===== src/rtl/adc_seq_pkg.sv =====
package adc_seq_pkg;

  typedef enum logic [3:0] {
    S_IDLE, S_CAL_TX, S_CAL_WT, S_DMY_TX, S_DMY_WT, S_EOC_WT,
    S_STA_TX, S_STA_WT, S_ACQ_CHK, S_ACQ_TX, S_ACQ_WT, S_END
  } seq_state_e;

  typedef enum logic [1:0] {
    RES_OK       = 2'd0,
    RES_CAL_BUSY = 2'd1,
    RES_BAD_ACQ  = 2'd2
  } seq_res_e;

  localparam logic [7:0] CMD_CAL  = 8'h08;
  localparam logic [7:0] CMD_STAT = 8'h0C;
  localparam int unsigned STAT_BUSY_BIT = 6;

endpackage


===== src/rtl/adc_seq_cmd_pack.sv =====
module adc_seq_cmd_pack (
  input  logic       compact_i,
  input  logic [7:0] cmd_i,
  output logic [7:0] cmd_o
);
  // reduced-channel part has no use for bits 5:4; low nibble shifts up
  always_comb begin
    if (compact_i) cmd_o = {cmd_i[7:6], cmd_i[3:0], 2'b00};
    else           cmd_o = cmd_i;
  end
endmodule


===== src/rtl/adc_seq_acq_map.sv =====
module adc_seq_acq_map #(
  parameter int unsigned ACQ_W       = 6,
  parameter int unsigned DEFAULT_ACQ = 10
) (
  input  logic             acq_set_i,
  input  logic [ACQ_W-1:0] acq_cycles_i,
  output logic [7:0]       code_o,
  output logic             ok_o
);
  logic [ACQ_W-1:0] sel;

  assign sel = acq_set_i ? acq_cycles_i : ACQ_W'(DEFAULT_ACQ);

  always_comb begin
    ok_o   = 1'b1;
    code_o = 8'h00;
    case (sel)
      ACQ_W'(6):  code_o = 8'h0E;
      ACQ_W'(10): code_o = 8'h4E;
      ACQ_W'(18): code_o = 8'h8E;
      ACQ_W'(34): code_o = 8'hCE;
      default:    ok_o   = 1'b0;
    endcase
  end
endmodule


===== src/rtl/adc_seq_eoc_watch.sv =====
module adc_seq_eoc_watch #(
  parameter int unsigned TIMEOUT_CYC = 10_000_000,
  parameter int unsigned SYNC_STAGES = 2
) (
  input  logic clk_i,
  input  logic rst_ni,
  input  logic arm_i,
  input  logic eoc_i,
  output logic seen_o,
  output logic tmo_o
);
  localparam int unsigned CW = $clog2(TIMEOUT_CYC + 1);

  logic [SYNC_STAGES-1:0] sync_q;
  logic                   prev_q;
  logic                   rise;
  logic                   running_q;
  logic [CW-1:0]          cnt_q;

  generate
    if (SYNC_STAGES == 1) begin : g_sync1
      always_ff @(posedge clk_i or negedge rst_ni) begin
        if (!rst_ni) sync_q <= '0;
        else         sync_q <= eoc_i;
      end
    end else begin : g_syncn
      always_ff @(posedge clk_i or negedge rst_ni) begin
        if (!rst_ni) sync_q <= '0;
        else         sync_q <= {sync_q[SYNC_STAGES-2:0], eoc_i};
      end
    end
  endgenerate

  always_ff @(posedge clk_i or negedge rst_ni) begin
    if (!rst_ni) prev_q <= 1'b0;
    else         prev_q <= sync_q[SYNC_STAGES-1];
  end

  assign rise = sync_q[SYNC_STAGES-1] & ~prev_q;

  // edges count only while armed; arming restarts the window
  always_ff @(posedge clk_i or negedge rst_ni) begin
    if (!rst_ni) begin
      running_q <= 1'b0;
      seen_o    <= 1'b0;
      tmo_o     <= 1'b0;
      cnt_q     <= '0;
    end else if (arm_i) begin
      running_q <= 1'b1;
      seen_o    <= 1'b0;
      tmo_o     <= 1'b0;
      cnt_q     <= '0;
    end else if (running_q) begin
      if (rise) begin
        seen_o    <= 1'b1;
        running_q <= 1'b0;
      end else if (cnt_q == CW'(TIMEOUT_CYC - 1)) begin
        tmo_o     <= 1'b1;
        running_q <= 1'b0;
      end else begin
        cnt_q <= cnt_q + 1'b1;
      end
    end
  end
endmodule


===== src/rtl/adc_bringup_seq.sv =====
module adc_bringup_seq
  import adc_seq_pkg::*;
#(
  parameter int unsigned TIMEOUT_CYC = 10_000_000,
  parameter int unsigned SYNC_STAGES = 2,
  parameter int unsigned DEFAULT_ACQ = 10,
  parameter int unsigned ACQ_W       = 6
) (
  input  logic             clk_i,
  input  logic             rst_ni,
  input  logic             start_i,
  input  logic             compact_i,
  input  logic             acq_set_i,
  input  logic [ACQ_W-1:0] acq_cycles_i,
  input  logic             eoc_i,
  input  logic             spi_done_i,
  input  logic [7:0]       spi_rx0_i,
  input  logic [7:0]       spi_rx1_i,
  output logic             spi_req_o,
  output logic [7:0]       spi_tx_o,
  output logic             spi_two_o,
  output logic             done_o,
  output logic             err_o,
  output logic [1:0]       err_code_o,
  output logic             eoc_tmo_o,
  output logic [8:0]       status_o
);
  seq_state_e       state_q;
  logic             compact_q, acq_set_q;
  logic [ACQ_W-1:0] acq_q;
  logic [7:0]       acq_code, raw_cmd;
  logic             acq_ok, arm, eoc_seen, eoc_tmo;
  logic             accept;

  adc_seq_acq_map #(.ACQ_W(ACQ_W), .DEFAULT_ACQ(DEFAULT_ACQ)) u_acq (
    .acq_set_i   (acq_set_q),
    .acq_cycles_i(acq_q),
    .code_o      (acq_code),
    .ok_o        (acq_ok)
  );

  adc_seq_eoc_watch #(.TIMEOUT_CYC(TIMEOUT_CYC), .SYNC_STAGES(SYNC_STAGES)) u_eoc (
    .clk_i (clk_i),
    .rst_ni(rst_ni),
    .arm_i (arm),
    .eoc_i (eoc_i),
    .seen_o(eoc_seen),
    .tmo_o (eoc_tmo)
  );

  adc_seq_cmd_pack u_pack (
    .compact_i(compact_q),
    .cmd_i    (raw_cmd),
    .cmd_o    (spi_tx_o)
  );

  assign accept = start_i && (state_q == S_IDLE || state_q == S_END);
  assign arm    = (state_q == S_CAL_TX);

  always_comb begin
    unique case (state_q)
      S_CAL_TX, S_CAL_WT:                     raw_cmd = CMD_CAL;
      S_DMY_TX, S_DMY_WT, S_STA_TX, S_STA_WT: raw_cmd = CMD_STAT;
      S_ACQ_TX, S_ACQ_WT:                     raw_cmd = acq_code;
      default:                                raw_cmd = 8'h00;
    endcase
  end

  assign spi_req_o = (state_q == S_CAL_TX) || (state_q == S_DMY_TX) ||
                     (state_q == S_STA_TX) || (state_q == S_ACQ_TX);
  assign spi_two_o = (state_q == S_DMY_TX) || (state_q == S_DMY_WT) ||
                     (state_q == S_STA_TX) || (state_q == S_STA_WT);

  always_ff @(posedge clk_i or negedge rst_ni) begin
    if (!rst_ni) begin
      state_q    <= S_IDLE;
      compact_q  <= 1'b0;
      acq_set_q  <= 1'b0;
      acq_q      <= '0;
      done_o     <= 1'b0;
      err_o      <= 1'b0;
      err_code_o <= RES_OK;
      eoc_tmo_o  <= 1'b0;
      status_o   <= '0;
    end else if (accept) begin
      state_q    <= S_CAL_TX;
      compact_q  <= compact_i;
      acq_set_q  <= acq_set_i;
      acq_q      <= acq_cycles_i;
      done_o     <= 1'b0;
      err_o      <= 1'b0;
      err_code_o <= RES_OK;
      eoc_tmo_o  <= 1'b0;
    end else begin
      unique case (state_q)
        S_CAL_TX: state_q <= S_CAL_WT;
        S_CAL_WT: if (spi_done_i) state_q <= S_DMY_TX;
        S_DMY_TX: state_q <= S_DMY_WT;
        S_DMY_WT: if (spi_done_i) state_q <= S_EOC_WT;  // data discarded
        S_EOC_WT: begin
          if (eoc_seen || eoc_tmo) begin
            eoc_tmo_o <= eoc_tmo & ~eoc_seen;
            state_q   <= S_STA_TX;
          end
        end
        S_STA_TX: state_q <= S_STA_WT;
        S_STA_WT: begin
          if (spi_done_i) begin
            status_o <= {spi_rx0_i, spi_rx1_i[7]};
            state_q  <= S_ACQ_CHK;
          end
        end
        S_ACQ_CHK: begin
          if (status_o[STAT_BUSY_BIT]) begin
            err_o <= 1'b1; err_code_o <= RES_CAL_BUSY; done_o <= 1'b1;
            state_q <= S_END;
          end else if (!acq_ok) begin
            err_o <= 1'b1; err_code_o <= RES_BAD_ACQ; done_o <= 1'b1;
            state_q <= S_END;
          end else begin
            state_q <= S_ACQ_TX;
          end
        end
        S_ACQ_TX: state_q <= S_ACQ_WT;
        S_ACQ_WT: begin
          if (spi_done_i) begin
            done_o  <= 1'b1;
            state_q <= S_END;
          end
        end
        default: ;
      endcase
    end
  end
endmodule


===== config.mk =====
export PLATFORM = sky130hd
export DESIGN_NAME = adc_bringup_seq
export DESIGN_NICKNAME = d
export VERILOG_FILES = /design/src/rtl/adc_seq_pkg.sv /design/src/rtl/adc_seq_cmd_pack.sv /design/src/rtl/adc_seq_acq_map.sv /design/src/rtl/adc_seq_eoc_watch.sv /design/src/rtl/adc_bringup_seq.sv
export SDC_FILE = /design/constraint.sdc
export NUM_CORES = 1
export LEC_CHECK = 0
export BUFFER_PORTS_ARGS = -buffer_cell sky130_fd_sc_hd__buf_2
export CAP_MARGIN = 20
export CORE_ASPECT_RATIO = 1.75
export CORE_MARGIN = 2
export CORE_UTILIZATION = 50
export CTS_BUF_LIST = sky130_fd_sc_hd__clkbuf_2
export CTS_CLUSTER_DIAMETER = 150
export CTS_CLUSTER_SIZE = 12
export DETAILED_ROUTE_END_ITERATION = 16
export PLACE_DENSITY = 0.73
export SYNTH_ARGS = -nofsm -noshare
export SYNTH_HDL_FRONTEND = slang
export SYNTH_HIERARCHICAL = 1
export SYNTH_SLANG_ARGS = --single-unit

===== constraint.sdc =====
create_clock -name clk_i -period 2.31 [get_ports clk_i]
set_input_delay 0.3465 -clock clk_i [delete_from_list [all_inputs] [get_ports clk_i]]
set_output_delay 0.3465 -clock clk_i [all_outputs]
set_load 0.1 [all_outputs]

==> run summary, run 1 <==
Worst-Skew Late Latency -> 490 ps
total number of vias -> 2527
Worst-path clk slew -> 280 ps
Synth Instances -> 318
remaining antenna violation count -> 0
M2 GR Usage -> 38.8%
met3 usage -> 3.61%
crit path DAT -> 2230 ps
GRT Overall Usage -> 20.3%
CTS Buf Count -> 5
Worst Reg-to-Reg Cells -> 9
die height -> 109 um
min-delay worst type -> in -> reg
antenna cell count -> 0
Core ar. -> 6130 sq um
row count -> 38
hold endpoint -> acq_q[0]
status -> finished with violations
ys flop type -> dfrtp_1
initial antenna violation count -> 0
Startpoint Class -> register
Worst R2R Setup Slack -> 70 ps
Remaining Overflow, GRT -> 0
port bufs -> 44
placed cell count -> 433
post-DP HPWL -> 4900 um
share of flip-flops with an asynchronous set or reset -> 100%
Root Buffer -> clkbuf_2
synthesis-stage register bit count -> 56
Top Usage Layer GRT -> met2
Final Max Tran Viols -> 0
Setup crit end kind -> output pin
vias in the first global route -> 2374
die area -> 6950 sq um
Starting Density -> 51.2%
Lkg Pwr -> 1.77 nW
Nets -> 408
CP max FO -> 5
# clock sinks -> 56
hold_sp -> acq_cycles_i[0]
count of cell types in the netlist -> 57
Placement Setup Slack -> 259 ps
CTS H-tree lvls -> 2
routed wire length per instance -> 14.9 um
DR iter-0 viols -> 118
vias per cell -> 5.51
largest net degree at the start of global routing -> 34
Pre-antenna DRT Iters -> 4
Residual DRC -> 0
area grow syn2layout -> 21.5%
CTS tree -> done
Longest Clk Path Bufs -> 2
setup tns final -> -1150 ps
Final Hold Slack -> 58.4 ps
DIE WIDTH -> 63.9 um
Peak supply drop -> 0.709 mV
first-pass GRT wire length -> 10900 um
Post-synth EDFFs -> 0
f_max -> 388 MHz
RR Endpoint -> err_code_o[0]
Ys Warns -> 6
slew of the pin with the lowest slew margin -> 577 ps
I/O pins -> 53
Post-Syn Area -> 3140 sq um
routability cong. -> 0.822
Max-slew headroom -> 61.5%
final hold violations -> 0
non-filler instance count after layout -> 459
Power Density -> 1420 nW/um^2
setup ws final -> -268 ps
sequential fraction of the synthesis area -> 44.7%
final setup violation count -> 5
RSZ-0062 raised after global routing -> yes
kind of critical path -> reg -> out
violated checks -> negative setup slack
Post-Route Skew -> 23.8 ps
hold depth -> 2
fillers -> 502
final period utilization -> 112%
minimum clock period -> 2580 ps
synthesized area per cell -> 9.87 sq um
R2R Path Start -> acq_q[2]
max-cap viol count -> 0
met1 usage -> 20.6%
share of layout cells above drive strength 1 -> 33.8%
Critical Path RT -> 1960 ps
Routed Wire Length -> 6860 um
-- stage by stage --
stage               cell area [sq um]  util, %  power (mW)
finish                           3810     62.2        5.41
global route                     3810     62.2        5.68
CTS                              3680     60.1        5.24
detailed placement               3550     57.9        4.64
global placement                 3550     57.9        4.58
floorplan                        3170        -        4.00
-- kinds of logic after synthesis --
logic type | Yosys count | synth area share [%]
AOI/OAI and AO/OA | 40 | 8.01
xor gates and xnor gates | 20 | 5.58
adders and majority gates | 1 | 0.399
buffers and inverters | 28 | 5.38
DFF | 56 | 44.7
muxes | 26 | 9.69
other | 1 | 0.120
and+or+nand+nor | 146 | 26.2
-- cells in the final DEF, fill, tap and decap left out, types with 2 or more instances in the layout --
master / Yosys / final
mux2_1: 3 / 3
and2b_2: 3 / 3
and4_1: 3 / 3
mux2i_1: 3 / 3
dlygate4sd3_1: 0 / 4
xnor2_1: 12 / 12
buf_2: 6 / 36
nor4b_1: 2 / 2
o21ai_0: 7 / 6
dfrtp_2: 0 / 6
nand4_1: 8 / 8
nor2b_1: 5 / 4
clkbuf_2: 1 / 7
a31oi_1: 3 / 3
a21oi_1: 16 / 13
nor4_1: 5 / 5
nand3_1: 11 / 11
nor3_1: 9 / 8
a21oi_2: 1 / 3
and3_2: 2 / 2
inv_1: 4 / 4
a211oi_1: 2 / 2
nor2_1: 39 / 39
nand2b_1: 9 / 7
mux2_4: 4 / 8
mux2_2: 16 / 12
conb_1: 1 / 3
a21o_1: 3 / 3
and3_1: 9 / 9
dfrtp_1: 56 / 50
and2_1: 10 / 10
xor2_1: 8 / 8
a21oi_4: 1 / 2
nand2_1: 18 / 18
buf_4: 8 / 24
nand2b_4: 0 / 2
o211ai_1: 2 / 2
buf_12: 0 / 8
-- area by class of cell --
cell class              instances  area [sq um]  share of cell area, %
multi-input cells             236          1640                   43.0
flip-flops and latches         56          1410                   36.9
repair buffers                 75           582                   15.3
well taps                      80           100                   2.62
clock inverters                 3          42.5                   1.12
clock buffers                   5          25.0                  0.656
inverters                       4          15.0                  0.394
-- Yosys cell counts, types with 6 or more instances --
library cell	n	share of area [%]
dfrtp_1	56	45
o21ai_0	7	1.1
and2_1	10	2.0
nor3_1	9	1.4
buf_4	8	1.9
nor2_1	39	4.7
xor2_1	8	2.2
nand3_1	11	1.8
xnor2_1	12	3.3
buf_2	6	0.96
and3_1	9	1.8
nand2_1	18	2.2
nand4_1	8	1.6
nand2b_1	9	1.8
mux2_2	16	5.7
a21oi_1	16	2.6
-- state kept, by name, indices dropped and copies added, names as in the netlist, 2 cells and up --
name	flops
u_eoc/cnt_q	24
status_o	9
acq_q	6
state_q	4
err_code_o	2
u_eoc/sync_q	2
-- worst max-delay path, cell delays in order, from the launching register on --
cell	delay, ps
dfrtp_2	490
nor2b_1	130
o211ai_1	170
o211ai_1	220
a21o_1	260
mux2_4	290
buf_12	170
-- repair_timing --
action                                 in CTS  in global routing
resized for setup                           9                  8
setup buffers                               3                 11
pin swaps                                   1                  6
hold buffers                                2                  2
endpoints found under the hold margin      24                  2
setup endpoints to repair                   9                  9
-- report_power, final --
group | internal, mW | switching (mW)
logic | 1.11 | 2.28
clock network | 0.181 | 0.312
registers | 1.25 | 0.272
total | 2.54 | 2.87
-- layer usage --
layer	wire length, um	vias up
li1	-	1214
met1	2510	1256
met2	3980	46
met3	204	11
met4	157	0
met5	0	-
-- how the worst max path moves through the flow --
stage | from | endpoint | slack [ps] | depth (start not counted)
CTS | acq_q[3] | spi_tx_o[2] | -300 | 6
detailed placement | acq_q[3] | spi_tx_o[4] | 260 | 6
global placement | acq_q[3] | spi_tx_o[4] | 290 | 6
global route | acq_q[0] | spi_tx_o[5] | -370 | 7
floorplan | state_q[0] | spi_tx_o[4] | -110 | 6
finish | acq_q[2] | spi_tx_o[2] | -270 | 6
No activity file was read; power rests on OpenSTA's default activity.
==> run 2, diff against run 1 <==
--- a/config.mk
+++ b/config.mk
@@ -9,12 +9,13 @@
 export CAP_MARGIN = 20
 export CORE_ASPECT_RATIO = 1.75
 export CORE_MARGIN = 2
-export CORE_UTILIZATION = 50
+export CORE_UTILIZATION = 55
 export CTS_BUF_LIST = sky130_fd_sc_hd__clkbuf_2
 export CTS_CLUSTER_DIAMETER = 150
 export CTS_CLUSTER_SIZE = 12
 export DETAILED_ROUTE_END_ITERATION = 16
-export PLACE_DENSITY = 0.73
+export PLACE_DENSITY = 0.79
+export SLEW_MARGIN = 0
 export SYNTH_ARGS = -nofsm -noshare
 export SYNTH_HDL_FRONTEND = slang
 export SYNTH_HIERARCHICAL = 1
==> run 2 against run 1 <==
The run still ends with negative setup slack left; clock skew increased by 2.0 ps; critical path depth unchanged; count of clock-buffer cells in the layout increased by 1; routed wire length is 1.6% lower; register-to-register slack improved by 80 ps; first-iteration DRC count shrank 24%; worst setup slack worse by 17 ps.
==> run summary, run 2 (synthesis gave the netlist of run 1 again) <==
Critical Path RT -> 1960 ps
most frequent cells in the layout -> 52 x dfrtp_1, 37 x nor2_1, 36 x buf_2
Startpoint Class -> register
setup ws final -> -284 ps
I/O pins -> 53
CTS Buf Count -> 5
kind of critical path -> reg -> out
row count -> 36
fillers -> 452
vias in the first global route -> 2659
final setup violation count -> 5
DR iter-0 viols -> 90
met1 usage -> 23.9%
Root Buffer -> clkbuf_2
CP most frequent cell -> o211ai_1
Post-Route Skew -> 25.9 ps
register with the most flip-flops -> u_eoc/cnt_q
Setup crit end kind -> output pin
f_max -> 386 MHz
CP max FO -> 6
total number of vias -> 2511
Longest Clk Path Bufs -> 2
minimum clock period -> 2590 ps
routed wire length per instance -> 14.8 um
slew of the pin with the lowest slew margin -> 498 ps
Worst-path clk slew -> 260 ps
Lkg Pwr -> 1.74 nW
Final Hold Slack -> 76.0 ps
antenna cell count -> 0
die area -> 6350 sq um
crit path cell chain -> nor2b_1 -> o211ai_1 -> o211ai_1 -> a21o_1 -> mux2_4 -> buf_12
Largest register FFs -> 24
Power Density -> 1410 nW/um^2
Starting Density -> 56.6%
Final Max Tran Viols -> 0
Routed Wire Length -> 6750 um
die height -> 104 um
RSZ-0062 raised after global routing -> yes
CTS tree -> done
vias per cell -> 5.52
Storage cell area -> 1410 sq um
Residual DRC -> 0
min-delay worst type -> in -> reg
most common cell after layout, fill and taps aside -> dfrtp_1
final period utilization -> 112%
largest net degree at the start of global routing -> 31
GRT Overall Usage -> 23.2%
max-cap viol count -> 0
violated checks -> negative setup slack
# clock sinks -> 56
Multi-input gate area -> 1640 sq um
Remaining Overflow, GRT -> 0
top flop regs -> u_eoc/cnt_q: 24 flops, status_o: 9 flops, acq_q: 6 flops
status -> finished with violations
Max stage delay on crit path -> 510 ps
crit path DAT -> 2250 ps
area grow syn2layout -> 20.1%
share of layout cells above drive strength 1 -> 34.6%
port bufs -> 44
DIE WIDTH -> 61.1 um
CTS H-tree lvls -> 2
M2 GR Usage -> 41.3%
CP max stage cell -> dfrtp_2
Peak supply drop -> 0.538 mV
initial antenna violation count -> 0
final hold violations -> 0
met3 usage -> 3.73%
first-pass GRT wire length -> 11300 um
post-DP HPWL -> 4910 um
Max-slew headroom -> 66.7%
routability cong. -> 0.830
Top Usage Layer GRT -> met2
remaining antenna violation count -> 0
Core ar. -> 5540 sq um
Pre-antenna DRT Iters -> 4
Nets -> 408
Worst-Skew Late Latency -> 470 ps
total power -> 5.32 mW
==> run 2: area by class of cell <==
class                           count  area share, %
Sequential cell                    56           37.3
Tap cell                           76           2.52
Inverter                            4          0.399
Multi-Input combinational cell    236           43.5
Timing Repair Buffer               75           15.1
Clock inverter                      2          0.299
Clock buffer                        6          0.797
==> run 2: timing repair <==
| item | 4_1_cts | 5_1_grt |
|---|---|---|
| pin swaps | 6 | 2 |
| setup endpoints to repair | 8 | 8 |
| gates resized for setup | 10 | 7 |
| buffers inserted | 11 | 5 |
| hold buffers | 2 | 0 |
| endpoints found under the hold margin | 57 | 0 |
==> run 2: final timing paths <==
kind	end	slack, ps	cells after the start	from
min reg2reg	u_eoc/sync_q[1]	400	0	u_eoc/sync_q[0]
max reg2reg	err_code_o[1]	150	8	acq_q[3]
min	status_o[6]	80	2	spi_rx0_i[5]
min in group asynchronous	eoc_tmo_o	370	3	rst_ni
max in group asynchronous	u_eoc/cnt_q[15]	1640	3	rst_ni
max	spi_tx_o[2]	-280	6	acq_q[3]
==> run 2: critical path: cells and delay by family, from the launching register on <==
kind	cells	cell delay [ps]
compound gates	3	680
buf+inv	1	170
flops	1	510
mux	1	280
simple gates	1	150
==> run 2: through the flow <==
stage / setup slack [ps] / utilization (%) / instances / setup TNS (ps) / area, sq um
finish: -284 / 68.0 / 455 / -1260 / 3770
global placement: 294 / 63.8 / 429 / 0 / 3530
detailed placement: 255 / 63.8 / 429 / 0 / 3530
floorplan: -109 / - / 320 / -109 / 3170
CTS: -254 / 66.8 / 450 / -1120 / 3700
global route: -395 / 68.0 / 455 / -2050 / 3770
==> run 2: per-layer routing <==
layer	up-vias	part of all wire, %
met1	1223	37
met4	0	3.6
met5	-	0
met2	56	57
met3	17	2.8
li1	1215	-
==> run 2: power breakdown <==
part	internal (mW)	switching, mW
Clock	0.0751	0.301
Combinational	1.14	2.29
Sequential	1.25	0.263
